`src/rtl/rstseq_pkg.sv`:
```
// Shared types for the reset sequencer.
// Assumes: nothing beyond IEEE 1800-2017.
package rstseq_pkg;

    // Sequencer states; only SEQ_RUN lets the core execute.
    typedef enum logic [2:0] {
        SEQ_RUN  = 3'd0,
        SEQ_PWR  = 3'd1,
        SEQ_EXT  = 3'd2,
        SEQ_EXIT = 3'd3,
        SEQ_OSCW = 3'd4,
        SEQ_STAB = 3'd5
    } seq_state_t;

    // Reported reset source codes.
    localparam logic [1:0] SRC_EXT = 2'b00;
    localparam logic [1:0] SRC_WDT = 2'b01;
    localparam logic [1:0] SRC_POR = 2'b10;

endpackage

```
`src/rtl/rstseq_sync.sv`:
```
// Multi-stage synchroniser for the asynchronous external reset pin.
// Assumes: STAGES >= 2; the output lags the input by STAGES edges.
module rstseq_sync #(
    parameter int STAGES = 2
) (
    input  logic clk,
    input  logic rst_n,
    input  logic d_async,
    output logic q_sync
);

    logic [STAGES-1:0] shreg;

    // Shift the pin through the flop chain.
    always_ff @(posedge clk) begin
        if (!rst_n) begin
            shreg <= '0;
        end else begin
            shreg <= {shreg[STAGES-2:0], d_async};
        end
    end

    assign q_sync = shreg[STAGES-1];

endmodule

```
`src/rtl/rstseq_mctick.sv`:
```
// Machine-cycle tick generator: one high clock every MC_CLKS clocks.
// Assumes: free-running from the block reset; phase is not aligned to any input.
module rstseq_mctick #(
    parameter int MC_CLKS = 4
) (
    input  logic clk,
    input  logic rst_n,
    output logic tick
);

    generate
        if (MC_CLKS == 1) begin : g_every
            logic unused_ok;
            assign unused_ok = clk ^ rst_n;
            assign tick = 1'b1;
        end else begin : g_count
            localparam int CW = $clog2(MC_CLKS);
            logic [CW-1:0] phase;

            // Count clocks within one machine cycle.
            always_ff @(posedge clk) begin
                if (!rst_n) begin
                    phase <= '0;
                end else if (phase == CW'(MC_CLKS - 1)) begin
                    phase <= '0;
                end else begin
                    phase <= phase + CW'(1);
                end
            end

            assign tick = (phase == CW'(MC_CLKS - 1));
        end
    endgenerate

endmodule

```
`src/rtl/rstseq_pindet.sv`:
```
// Qualifies the synchronised pin: fires once DETECT_MC ticks were seen while high.
// Assumes: any low sample restarts the count; the count saturates while high.
module rstseq_pindet #(
    parameter int DETECT_MC = 2
) (
    input  logic clk,
    input  logic rst_n,
    input  logic pin_s,
    input  logic tick,
    output logic fire
);

    localparam int DW = (DETECT_MC < 2) ? 1 : $clog2(DETECT_MC);

    logic [DW-1:0] seen;

    // Count machine-cycle ticks during an unbroken high level.
    always_ff @(posedge clk) begin
        if (!rst_n) begin
            seen <= '0;
        end else if (!pin_s) begin
            seen <= '0;
        end else if (tick && (seen != DW'(DETECT_MC - 1))) begin
            seen <= seen + DW'(1);
        end
    end

    assign fire = pin_s && tick && (seen == DW'(DETECT_MC - 1));

endmodule

```
`src/rtl/rstseq_flags.sv`:
```
// Sticky cause flags and the derived source code.
// Assumes: a set and a clear in the same cycle leave the flag set.
module rstseq_flags
    import rstseq_pkg::*;
(
    input  logic       clk,
    input  logic       rst_n,
    input  logic       por_in,
    input  logic       wdt_timeout,
    input  logic       flag_clr,
    output logic       por_flag,
    output logic       wdt_flag,
    output logic [1:0] rst_src
);

    // Power-on flag: set by the monitor, cleared only by software.
    always_ff @(posedge clk) begin
        if (!rst_n) begin
            por_flag <= 1'b0;
        end else if (por_in) begin
            por_flag <= 1'b1;
        end else if (flag_clr) begin
            por_flag <= 1'b0;
        end
    end

    // Watchdog flag: set by a timeout pulse, cleared only by software.
    always_ff @(posedge clk) begin
        if (!rst_n) begin
            wdt_flag <= 1'b0;
        end else if (wdt_timeout) begin
            wdt_flag <= 1'b1;
        end else if (flag_clr) begin
            wdt_flag <= 1'b0;
        end
    end

    // Source priority: power-on, then watchdog, else the external pin.
    always_comb begin
        if (por_flag) begin
            rst_src = SRC_POR;
        end else if (wdt_flag) begin
            rst_src = SRC_WDT;
        end else begin
            rst_src = SRC_EXT;
        end
    end

endmodule

```
`src/rtl/rstseq_top.sv`:
```
// Reset sequencer top: qualifies reset causes and walks the core through
// entry, hold, oscillator start, stabilisation and release.
// Assumes: clk runs even when the core is in stop mode; por_in and
// wdt_timeout are synchronous to clk; osc_ready is a level acknowledge.
module rstseq_top
    import rstseq_pkg::*;
#(
    parameter int MC_CLKS      = 4,
    parameter int DETECT_MC    = 2,
    parameter int EXIT_MC      = 2,
    parameter int STAB_CLKS    = 65536,
    parameter int POR_DLY_CLKS = 65536,
    parameter int SYNC_STAGES  = 2
) (
    input  logic       clk,
    input  logic       rst_n,
    input  logic       ext_rst_pin,
    input  logic       por_in,
    input  logic       wdt_timeout,
    input  logic       stop_mode,
    input  logic       osc_ready,
    input  logic       flag_clr,
    output logic       core_rst,
    output logic       pc_clear,
    output logic       port_preset,
    output logic       wdt_intv_rst,
    output logic       osc_start,
    output logic       por_flag,
    output logic       wdt_flag,
    output logic [1:0] rst_src
);

    localparam int DLY_MAX = (STAB_CLKS > POR_DLY_CLKS) ? STAB_CLKS : POR_DLY_CLKS;
    localparam int DLY_W   = $clog2(DLY_MAX + 1);
    localparam int EX_W    = (EXIT_MC < 2) ? 1 : $clog2(EXIT_MC);

    logic             pin_s;
    logic             tick;
    logic             det_fire;
    seq_state_t       state;
    logic [DLY_W-1:0] dly_cnt;
    logic [EX_W-1:0]  ex_cnt;
    logic             rst_q;

    rstseq_sync #(.STAGES(SYNC_STAGES)) sync_i (
        .clk    (clk),
        .rst_n  (rst_n),
        .d_async(ext_rst_pin),
        .q_sync (pin_s)
    );

    rstseq_mctick #(.MC_CLKS(MC_CLKS)) tick_i (
        .clk  (clk),
        .rst_n(rst_n),
        .tick (tick)
    );

    rstseq_pindet #(.DETECT_MC(DETECT_MC)) det_i (
        .clk  (clk),
        .rst_n(rst_n),
        .pin_s(pin_s),
        .tick (tick),
        .fire (det_fire)
    );

    rstseq_flags flags_i (
        .clk        (clk),
        .rst_n      (rst_n),
        .por_in     (por_in),
        .wdt_timeout(wdt_timeout),
        .flag_clr   (flag_clr),
        .por_flag   (por_flag),
        .wdt_flag   (wdt_flag),
        .rst_src    (rst_src)
    );

    // Sequencer state with its delay and exit counters.
    always_ff @(posedge clk) begin
        if (!rst_n) begin
            state   <= SEQ_PWR;
            dly_cnt <= '0;
            ex_cnt  <= '0;
        end else if (por_in) begin
            state   <= SEQ_PWR;
            dly_cnt <= '0;
        end else begin
            case (state)
                SEQ_RUN: begin
                    if (stop_mode && pin_s) begin
                        state <= SEQ_OSCW;
                    end else if (det_fire) begin
                        state <= SEQ_EXT;
                    end else if (wdt_timeout) begin
                        state  <= SEQ_EXIT;
                        ex_cnt <= '0;
                    end
                end
                SEQ_EXT: begin
                    if (!pin_s) begin
                        state  <= SEQ_EXIT;
                        ex_cnt <= '0;
                    end
                end
                SEQ_EXIT: begin
                    if (pin_s) begin
                        state <= SEQ_EXT;
                    end else if (tick) begin
                        if (ex_cnt == EX_W'(EXIT_MC - 1)) begin
                            state <= SEQ_RUN;
                        end else begin
                            ex_cnt <= ex_cnt + EX_W'(1);
                        end
                    end
                end
                SEQ_OSCW: begin
                    if (osc_ready) begin
                        state   <= SEQ_STAB;
                        dly_cnt <= '0;
                    end
                end
                SEQ_STAB: begin
                    if (dly_cnt == DLY_W'(STAB_CLKS - 1)) begin
                        state <= pin_s ? SEQ_EXT : SEQ_RUN;
                    end else begin
                        dly_cnt <= dly_cnt + DLY_W'(1);
                    end
                end
                SEQ_PWR: begin
                    if (dly_cnt == DLY_W'(POR_DLY_CLKS - 1)) begin
                        state <= SEQ_RUN;
                    end else begin
                        dly_cnt <= dly_cnt + DLY_W'(1);
                    end
                end
                default: state <= SEQ_PWR;
            endcase
        end
    end

    // Previous-cycle reset level, for the entry and exit strobes.
    always_ff @(posedge clk) begin
        if (!rst_n) begin
            rst_q <= 1'b1;
        end else begin
            rst_q <= core_rst;
        end
    end

    assign core_rst     = (state != SEQ_RUN);
    assign osc_start    = (state == SEQ_OSCW);
    assign port_preset  = core_rst;
    assign pc_clear     = core_rst && !rst_q;
    assign wdt_intv_rst = !core_rst && rst_q;

endmodule

```
`config.mk`:
```
export PLATFORM = sky130hd
export DESIGN_NAME = rstseq_top
export DESIGN_NICKNAME = d
export VERILOG_FILES = /design/src/rtl/rstseq_pkg.sv /design/src/rtl/rstseq_sync.sv /design/src/rtl/rstseq_mctick.sv /design/src/rtl/rstseq_pindet.sv /design/src/rtl/rstseq_flags.sv /design/src/rtl/rstseq_top.sv
export SDC_FILE = /design/constraint.sdc
export NUM_CORES = 1
export LEC_CHECK = 0
export ABC_AREA = 0
export BUFFER_PORTS_ARGS = -buffer_cell sky130_fd_sc_hd__buf_2
export CORE_MARGIN = 1.5
export CORE_UTILIZATION = 35
export DETAILED_ROUTE_END_ITERATION = 6
export HOLD_SLACK_MARGIN = 0.15
export PLACE_DENSITY = 0.57
export SYNTH_ARGS = -nofsm -noshare
export SYNTH_HDL_FRONTEND = slang
export SYNTH_SLANG_ARGS = --single-unit
```
`constraint.sdc`:
```
create_clock -name clk -period 2.7 [get_ports clk]
set_input_delay 0.675 -clock clk [delete_from_list [all_inputs] [get_ports clk]]
set_output_delay 0.675 -clock clk [all_outputs]
set_load 0.01 [all_outputs]
```
==> flow_summary.yaml, run 1 <==
clock_network:
  cts.clk_slew.worst_paths_ns: 0.07
  cts.sinks: 29
  cts-root-buf: "clkbuf_8"
  ctsHoldBuffers: 0
  insertion_delay_ns: 0.28
  clock_path_buffers: 2
  htree_levels: 2
  cts_buffers: 5
  cts_setup_buffers: 0
  cts_resized: 0
  cts_tree: "built"
critical_path:
  end_kind: "flop"
  slowest_stage: "nor3b_4"
  crit_top_cell: "ha_1"
  r2r_end: "dly_cnt[8]"
  cp.arrival_ns: 2.47
  worst_setup_path_start_kind: "flop"
  rr_startpoint: "dly_cnt[0]"
  cp_cell_sequence: "ha_1 > nand4_1 > nor2_1 > ha_1 > nor3b_4 > o2111ai_4 > or3_1 > a21oi_1"
  path_class: "flop to flop"
  slowest_delay_ns: 0.42
  critPathMaxFanout: 8
  reg2reg_depth: 8
  r2r_slack_ns: 0.44
  required_ns: 2.90
route:
  routed_wl_um: 2790
  wl_per_cell_um: 12.0
  dr_total_vias: 1216
  drc: 0
  via_per_inst: 5.24
  ant_nets: 0
  drtIter0Drc: 34
  firstDrtPassIters: 4
place:
  dpl.hpwl_um: 2010
  gp_congestion: 0.841
  pre_cts_ws_ns: 0.451
  numPortBuffers: 16
  dpl_cell_area_um2: 1580
timing:
  max_clock_freq_mhz: 442
  finalHoldViolCount: 0
  layout_setup_ws_ns: 0.439
  report.final.slew_viol_count: 0
  fin_crit_sh: 0.838
  period_minus_slack_ns: 2.26
  fin_skew_ns: 0.00519
  slew_headroom: 0.615
  worst_slew_pin_slew_ns: 0.563
  setup_viol: 0
  rsz0062_at_grt: "no"
  setup-tns-final_ns: 0
  hold_ws_ns: 0.424
synth:
  yosys-top-cells-area: "dfxtp_1 39%, a21oi_1 5.0%, o21ai_0 4.0%, o2111ai_4 3.5%, or3_1 3.4%"
  synth_commonest_cells: "29 x dfxtp_1, 15 x a21oi_1, 13 x nor2_1, 12 x o21ai_0, 8 x or3_1"
  synth_top_area_share: 0.390
  syn_nets: 179
  synth_edf_count: 0
  synth_most_common_cell: "dfxtp_1"
  syn_avg_cell_area_um2: 8.86
  syn_inst: 168
  synthFlopType: "dfxtp_1"
  synth_cell_type_count: 43
  yosysTopAreaCell: "dfxtp_1"
  syn_area_um2: 1490
  synth_seq_cells: 29
  synthArstFlopShare: 0
  yosys_warnings: 0
  ys_seq_area_frac: 0.390
floorplanning:
  dieHeight_um: 68.2
  ioPinCount: 17
  fp.coreArea_um2: 4030
  initial_core_util: 0.369
  die_x_um: 68.2
  rows: 23
  dieArea_um2: 4650
worst_hold_path:
  whs_path_depth: 1
  min_to: "tick_i.g_count.phase[0]"
  min_path_type: "flop to flop"
  holdCritStartpoint: "tick_i.g_count.phase[0]"
power_and_ir_drop:
  power_leakage_nw: 0.604
  peakVddDrop_v: 0.000268
  p_per_area_nw_per_um2: 495
global_route:
  antenna_found_initial: 0
  grt_pass1_vias: 1101
  grt_start_max_net_pins: 18
  grt_pass1_wl_um: 4740
  grt-ovfl-total: 0
  grt_usage: 0.136
finish:
  area_delta_synth_final_pct: 12.0
  final_area_um2: 1670
  utilization: 0.414
  nets: 192
  drive_gt1_frac: 0.170
  diodes: 0
status:
  status: "complete, no violations"
flow_run:
  drv_cap: 0
## cell families after synthesis
logic type,after synthesis,synth area share
AO/OA/AOI/OAI,50,0.240
XOR/XNOR,7,0.0412
adder cells (fa/ha/maj),3,0.0252
buffers and inverters,16,0.0555
flip-flops,29,0.390
multiplexers,2,0.0135
AND/OR/NAND/NOR,61,0.235
## worst max-delay path: cells and delay by family, from the launching register on
kind	cells	cell delay (ns)
AND/OR/NAND/NOR	4	0.94
adder cells (fa/ha/maj)	2	0.54
AO/OA/AOI/OAI	2	0.36
flip-flops	1	0.33
## per-layer routing
layer | routed length (um) | GRT usage | vias up
li1 | - | - | 630
met1 | 1400 | 0.180 | 553
met2 | 1200 | 0.204 | 28
met3 | 139 | 0.0378 | 5
met4 | 45 | 0.0625 | 0
met5 | 0 | 0 | -
## through the flow
stage	total power [mW]	cells
floorplan	0.476	168
global placement	0.489	224
detailed placement	0.491	224
CTS	0.840	232
global route	0.865	232
finish	0.825	232
## final cells by class
type	count	area, um2
Multi-Input combinational cell	123	831
Timing Repair Buffer	17	87.6
Clock buffer	5	68.8
Sequential cell	29	581
Tap cell	50	62.6
Clock inverter	3	17.5
Fill cell	401	2360
Inverter	5	18.8
## placed cells by master (no fill, tap or decap), types with 4 or more instances in the layout
cell type | Yosys | layout
dfxtp_1 | 29 | 29
inv_1 | 5 | 5
and2_1 | 6 | 6
xor2_1 | 5 | 5
clkbuf_8 | 0 | 5
buf_2 | 3 | 16
a21oi_1 | 15 | 15
nand2_1 | 7 | 7
nand2b_1 | 4 | 4
nand3_1 | 4 | 4
o21ai_0 | 12 | 12
nor2_1 | 13 | 13
nor2b_1 | 4 | 4
or3_1 | 8 | 8
## registers in the layout, indices dropped and copies added, names as in the netlist
name and cells:
dly_cnt 17, flags_i.por_flag 1, tick_i.g_count.phase 2, ex_cnt 1
state 3, sync_i.shreg 2, det_i.seen 1, flags_i.wdt_flag 1
rst_q 1
## where the power goes
| group | switching, mW | internal (mW) | leakage, nW |
|---|---|---|---|
| clock | 0.167 | 0.177 | 0.0439 |
| sequential | 0.00592 | 0.437 | 0.235 |
| combinational | 0.0201 | 0.0178 | 0.324 |
## worst max-delay path by stage
stage / startpoint / to / slack, ns / cells after the start
6_report: dly_cnt[0] / dly_cnt[8] / 0.44 / 8
5_1_grt: dly_cnt[0] / dly_cnt[8] / 0.23 / 8
4_1_cts: dly_cnt[0] / dly_cnt[8] / 0.43 / 8
3_5_place_dp: dly_cnt[0] / dly_cnt[8] / 0.45 / 8
3_3_place_gp: dly_cnt[3] / dly_cnt[9] / 0.51 / 8
2_1_floorplan: dly_cnt[0] / dly_cnt[13] / 0.68 / 8
(Power assumes the default switching activity.)
==> inputs of run 2 (changes only) <==
- ABC_AREA: 0 -> 1
- clock period: 2.7 -> 2.3 ns (I/O delays scaled with it)
==> run 2 against run 1 <==
Global-route usage is 0.22 points higher; synthesized cell count up 42%; via count grew 18%; largest cell class unchanged; largest power group unchanged.
==> flow_summary.yaml, run 2 <==
status:
  status: "complete, no violations"
floorplanning:
  die_x_um: 69.2
  ioPinCount: 17
  dieArea_um2: 4790
  rows: 23
  initial_core_util: 0.372
  fp.coreArea_um2: 4120
  dieHeight_um: 69.2
route:
  via_per_inst: 4.53
  routed_wl_um: 3240
  drtIter0Drc: 97
  top_layer_used: "met4"
  dr_total_vias: 1437
  wl_met1_um: 1660
  ant_nets: 0
  met2_length_um: 1420
  drc: 0
  firstDrtPassIters: 4
  wl_per_cell_um: 10.2
  wl_met3_um: 98
power_and_ir_drop:
  p_per_area_nw_per_um2: 517
  peakVddDrop_v: 0.000309
  finalPower_mw: 0.972
  power_leakage_nw: 0.862
global_route:
  grt_pass1_vias: 1253
  antenna_found_initial: 0
  grt_usage: 0.138
  grt-ovfl-total: 0
  grt_start_max_net_pins: 13
  grt_pass1_wl_um: 5360
finish:
  multiInputGateArea_um2: 837
  diodes: 0
  drive_gt1_frac: 0.195
  final_area_um2: 1880
  fillers: 428
  top_register: "dly_cnt"
  final-seq-area_um2: 586
  nets: 277
  final_common_cell: "nand2_1"
  area_delta_synth_final_pct: 22.6
  final_cell_mix: "54 x nand2_1, 42 x nor2_1, 39 x inv_1"
  reg_top3: "dly_cnt x17, state x3"
  largest_reg_flops: 17
clock_network:
  htree_levels: 2
  cts.sinks: 29
  cts-root-buf: "clkbuf_8"
  clock_path_buffers: 2
  cts_buffers: 5
  ctsHoldBuffers: 0
  insertion_delay_ns: 0.28
  cts.clk_slew.worst_paths_ns: 0.06
  cts_tree: "built"
timing:
  fin_skew_ns: 0.00345
  finalHoldViolCount: 0
  period_minus_slack_ns: 2.17
  max_clock_freq_mhz: 460
  rsz0062_at_grt: "yes"
  fin_crit_sh: 0.945
  setup_viol: 0
  slew_headroom: 0.721
  hold_ws_ns: 0.411
  worst_slew_pin_slew_ns: 0.416
  report.final.slew_viol_count: 0
synth:
  syn_inst: 238
  yosys-top-cells-area: "dfxtp_1 38%, nand2_1 14%, nor2_1 11%, inv_1 9.6%, nand3_1 5.9%"
  ys_seq_area_frac: 0.379
  syn_avg_cell_area_um2: 6.44
  synth_top_area_share: 0.379
  synth_seq_cells: 29
  syn_nets: 249
  synth_edf_count: 0
  synth_cell_type_count: 24
  synthArstFlopShare: 0
  yosysTopAreaCell: "dfxtp_1"
  yosys_warnings: 0
  synthFlopType: "dfxtp_1"
  syn_area_um2: 1530
  synth_commonest_cells: "56 x nand2_1, 45 x nor2_1, 39 x inv_1, 29 x dfxtp_1, 18 x nand3_1"
  synth_most_common_cell: "nand2_1"
worst_hold_path:
  whs_path_depth: 2
  holdCritStartpoint: "sync_i.shreg[0]"
  min_path_type: "flop to flop"
  min_to: "sync_i.shreg[1]"
place:
  dpl.hpwl_um: 2290
  dpl_cell_area_um2: 1670
  gp_congestion: 0.773
  numPortBuffers: 16
critical_path:
  reg2reg_depth: 14
  worst_setup_path_start_kind: "flop"
  rr_startpoint: "dly_cnt[1]"
  path_class: "flop to flop"
  cp_cell_sequence: "ha_4 > nand3_4 > nor2_4 > nand4_1 > nor4_2 > ha_2 > inv_1 > nand3_2 > nand2_2 > nand2_4 > o21ai_4 > clkinvlp_4 > o21ai_1 > nor2_1"
  slowest_stage: "dfxtp_4"
  required_ns: 2.52
  end_kind: "flop"
  cp.arrival_ns: 2.39
  slowest_delay_ns: 0.37
  r2r_end: "dly_cnt[10]"
  r2r_slack_ns: 0.13
  critPathMaxFanout: 6
flow_run:
  drv_cap: 0
run 2: cell types whose count changed after synthesis, moves of 6 or more:
cell	before	now
a21oi_1	15	9
and2_1	6	0
inv_1	5	39
nand2_1	7	56
nand3_1	4	18
nor2_1	13	45
or3_1	8	0
run 2: how the worst max path moves through the flow:
stage	from	to	slack, ns
2_1_floorplan	dly_cnt[0]	dly_cnt[16]	0.30
3_3_place_gp	dly_cnt[1]	dly_cnt[16]	0.09
3_5_place_dp	dly_cnt[1]	dly_cnt[16]	0.02
4_1_cts	dly_cnt[1]	dly_cnt[16]	0.01
5_1_grt	dly_cnt[1]	dly_cnt[7]	-0.05
6_report	dly_cnt[1]	dly_cnt[10]	0.13
run 2: layout make-up:
cell class	instances	share of cell area
well taps	50	0.0333
inverters	41	0.0846
repair buffers	24	0.0786
repair inverters	1	0.00399
multi-input cells	164	0.445
flip-flops and latches	29	0.312
clock buffers	8	0.0426
run 2: repair_timing:
| item | in CTS | in global routing |
|---|---|---|
| endpoints found under the hold margin | 0 | 0 |
| setup buffers | 0 | 4 |
| gates resized for setup | 0 | 27 |
| setup endpoints to repair | 0 | 20 |
run 2: metal layers:
metal / track usage / vias to the layer above
met5: 0 / -
met4: 0.0654 / 0
met3: 0.0436 / 5
met2: 0.203 / 18
met1: 0.183 / 622
li1: - / 792
run 2: report_power, final:
group	internal [mW]	total (mW)	switching (mW)
logic	0.0240	0.0547	0.0307
clock network	0.214	0.398	0.183
registers	0.513	0.520	0.00693
total	0.751	0.972	0.221
run 2: critical path: cells and delay by family, from the launching register on:
family	cells	cell delay (ns)
compound gates	2	0.18
simple gates	8	1.00
fa+ha+maj	2	0.35
buf+inv	2	0.20
flops	1	0.37
run 2: cell families after synthesis:
logic type,count (synthesis),share of synthesized area
AOI/OAI and AO/OA,22,0.0792
adders and majority gates,3,0.0245
DFF,29,0.379
and+or+nand+nor,136,0.376
xor gates and xnor gates,3,0.0171
buffers and inverters,45,0.125
run 2: stage by stage:
| step | setup TNS (ns) | instances | utilization | setup WS, ns |
|---|---|---|---|---|
| after floorplan | 0 | 238 | - | 0.304 |
| after global placement | 0 | 304 | 0.405 | 0.0924 |
| after detailed placement | 0 | 304 | 0.405 | 0.0188 |
| after CTS | 0 | 312 | 0.425 | 0.0136 |
| after global routing | -0.433 | 317 | 0.457 | -0.0517 |
| final | 0 | 317 | 0.457 | 0.127 |
==> inputs of run 3 (changes only) <==
--- a/config.mk
+++ b/config.mk
@@ -9,8 +9,8 @@
 export BUFFER_PORTS_ARGS = -buffer_cell sky130_fd_sc_hd__buf_2
 export CORE_MARGIN = 1.5
-export CORE_UTILIZATION = 35
+export CORE_UTILIZATION = 45
 export DETAILED_ROUTE_END_ITERATION = 6
 export HOLD_SLACK_MARGIN = 0.15
-export PLACE_DENSITY = 0.57
+export PLACE_DENSITY = 0.69
 export SYNTH_ARGS = -nofsm -noshare
 export SYNTH_HDL_FRONTEND = slang
==> constraint.sdc (replaced) <==
create_clock -name clk -period 2.3 [get_ports clk]
set_input_delay 0.575 -clock clk [delete_from_list [all_inputs] [get_ports clk]]
set_output_delay 0.575 -clock clk [all_outputs]
set_load 0.1 [all_outputs]
==> run 3 against run 2 <==
Largest power group unchanged; cell count fell by 2.5%; non-clock buffer count fell by 4; wire length fell by 2.7%; die area fell by 21%; power fell by 1.1%; clock skew rose by 0.00095 ns; sequential power barely moved; flip-flop and latch count did not move; clock-buffer cell count fell by 1; cell area fell by 3.8%; via count fell by 0.42%; core utilization rose by 8.9 points.
==> flow_summary.yaml, run 3 (synthesized netlist as in run 2, its figures left out) <==
status:
  status: "complete, no violations"
floorplanning:
  fp.coreArea_um2: 3310
  initial_core_util: 0.463
  ioPinCount: 17
  rows: 21
  die_x_um: 61.4
  dieHeight_um: 61.4
  dieArea_um2: 3770
global_route:
  grt_pass1_wl_um: 5180
  grt_pass1_vias: 1241
  grt_start_max_net_pins: 13
  grt_usage: 0.189
  grt-ovfl-total: 0
  antenna_found_initial: 0
route:
  routed_wl_um: 3150
  dr_total_vias: 1431
  ant_nets: 0
  firstDrtPassIters: 4
  drtIter0Drc: 55
  drc: 0
  via_per_inst: 4.63
  wl_per_cell_um: 10.2
finish:
  final_cell_mix: "55 x nand2_1, 41 x nor2_1, 39 x inv_1"
  layout.cells.non_filler: 309
  final_common_cell: "nand2_1"
  nets: 273
  top_register: "dly_cnt"
  fillers: 381
  reg_top3: "dly_cnt x17, state x3"
  area_delta_synth_final_pct: 18.0
  diodes: 0
  final_area_um2: 1810
  largest_reg_flops: 17
  drive_gt1_frac: 0.183
power_and_ir_drop:
  power_leakage_nw: 0.837
  switching_power_mw: 0.249
  peakVddDrop_v: 0.000392
  pwr-share-comb: 0.088
  p_per_area_nw_per_um2: 532
  switching_share: 0.259
  finalPower_mw: 0.962
  clock_power_share: 0.371
  sequentialPowerShare: 0.541
  internal_power_mw: 0.713
critical_path:
  reg2reg_depth: 14
  rr_startpoint: "dly_cnt[1]"
  crit_family: "buffers and inverters"
  worst_setup_path_start_kind: "flop"
  cp-endpoint: "pc_clear"
  path_class: "flop to output pin"
  end_kind: "output pin"
  path_buf_inv: 3
  slowest_stage: "dfxtp_1"
  cp.depth: 5
  r2r_end: "dly_cnt[10]"
  crit_start: "state[2]"
  slowest_delay_ns: 0.46
  cp_cell_sequence: "inv_1 > nand2_2 > inv_1 > nor2_4 > buf_4"
  r2r_slack_ns: 0.13
  required_ns: 1.73
  crit_top_cell: "inv_1"
  cp.arrival_ns: 1.60
  critPathMaxFanout: 7
timing:
  max_clock_freq_mhz: 459
  period_minus_slack_ns: 2.18
  slew_headroom: 0.681
  setup_viol: 0
  fin_skew_ns: 0.00441
  setup-tns-final_ns: 0
  fin_crit_sh: 0.947
  finalHoldViolCount: 0
  layout_setup_ws_ns: 0.122
  report.final.slew_viol_count: 0
  worst_slew_pin_slew_ns: 0.482
clock_network:
  clock_path_buffers: 2
  htree_levels: 2
  cts.sinks: 29
  cts_tree: "built"
  cts_buffers: 5
  cts-root-buf: "clkbuf_4"
  insertion_delay_ns: 0.33
  cts.clk_slew.worst_paths_ns: 0.09
worst_hold_path:
  holdCritStartpoint: "ext_rst_pin"
  whs_path_depth: 3
  min_path_type: "input pin to flop"
place:
  gp_congestion: 0.874
  placed_cells: 297
  dpl.hpwl_um: 2300
  dpl_cell_area_um2: 1670
  numPortBuffers: 16
  pre_cts_ws_ns: -0.0252
flow_run:
  drv_cap: 0
## run 3: changes by cell type in the layout (fill, tap and decap cells not counted), moves of 2 or more
cell,before,now
buf_4,7,4
clkbuf_4,0,5
o21ai_0,5,8
clkbuf_8,5,2
clkbuf_1,3,0
nor2_4,2,4
o21ai_1,3,1
## run 3: per-layer routing
| metal | vias up | part of all wire | wire length [um] | GRT usage |
|---|---|---|---|---|
| li1 | 789 | - | - | - |
| met2 | 20 | 0.45 | 1410 | 0.280 |
| met3 | 6 | 0.030 | 95 | 0.0441 |
| met5 | - | 0 | 0 | 0 |
| met1 | 616 | 0.51 | 1590 | 0.256 |
| met4 | 0 | 0.016 | 51 | 0.100 |
## run 3: worst register-to-register path, delay by kind of cell, from the launching register on
| kind | cells | cell delay [ns] |
|---|---|---|
| and+or+nand+nor | 8 | 0.94 |
| adders and majority gates | 2 | 0.41 |
| DFF | 1 | 0.36 |
| buffers and inverters | 2 | 0.20 |
| AOI/OAI and AO/OA | 2 | 0.19 |
## run 3: repair_timing
item,in CTS,in global routing
cloned,0,1
hold buffers,0,0
resized for setup,3,9
endpoints found under the setup margin,13,20
setup buffers,0,3
## run 3: cell type report
cell class / instances / area (um2) / share of cell area
Multi-Input combinational cell: 164 / 817 / 0.452
Sequential cell: 29 / 583 / 0.322
Clock inverter: 1 / 5.00 / 0.00277
Timing Repair Buffer: 20 / 116 / 0.0644
Inverter: 41 / 156 / 0.0865
Timing Repair inverter: 1 / 7.51 / 0.00415
Clock buffer: 7 / 65.1 / 0.0360
Tap cell: 46 / 57.6 / 0.0318
## run 3: worst min-delay path by stage
| stage | end |
|---|---|
| floorplan | sync_i.shreg[1] |
| global placement | sync_i.shreg[1] |
| detailed placement | sync_i.shreg[1] |
| CTS | sync_i.shreg[0] |
| global route | sync_i.shreg[0] |
| finish | sync_i.shreg[0] |
## run 3: power groups by stage
stage	clock [mW]	sequential, mW	combinational, mW
6_report	0.357	0.520	0.0849
3_3_place_gp	0	0.531	0.0785
2_1_floorplan	0	0.547	0.0489
3_5_place_dp	0	0.532	0.0789
4_1_cts	0.369	0.520	0.0799
5_1_grt	0.390	0.522	0.0934
## run 3: per-stage QoR
step	util	hold slack, ns
2_1_floorplan	-	0.390
3_3_place_gp	0.503	0.394
3_5_place_dp	0.503	0.405
4_1_cts	0.528	0.408
5_1_grt	0.546	0.410
6_report	0.546	0.419
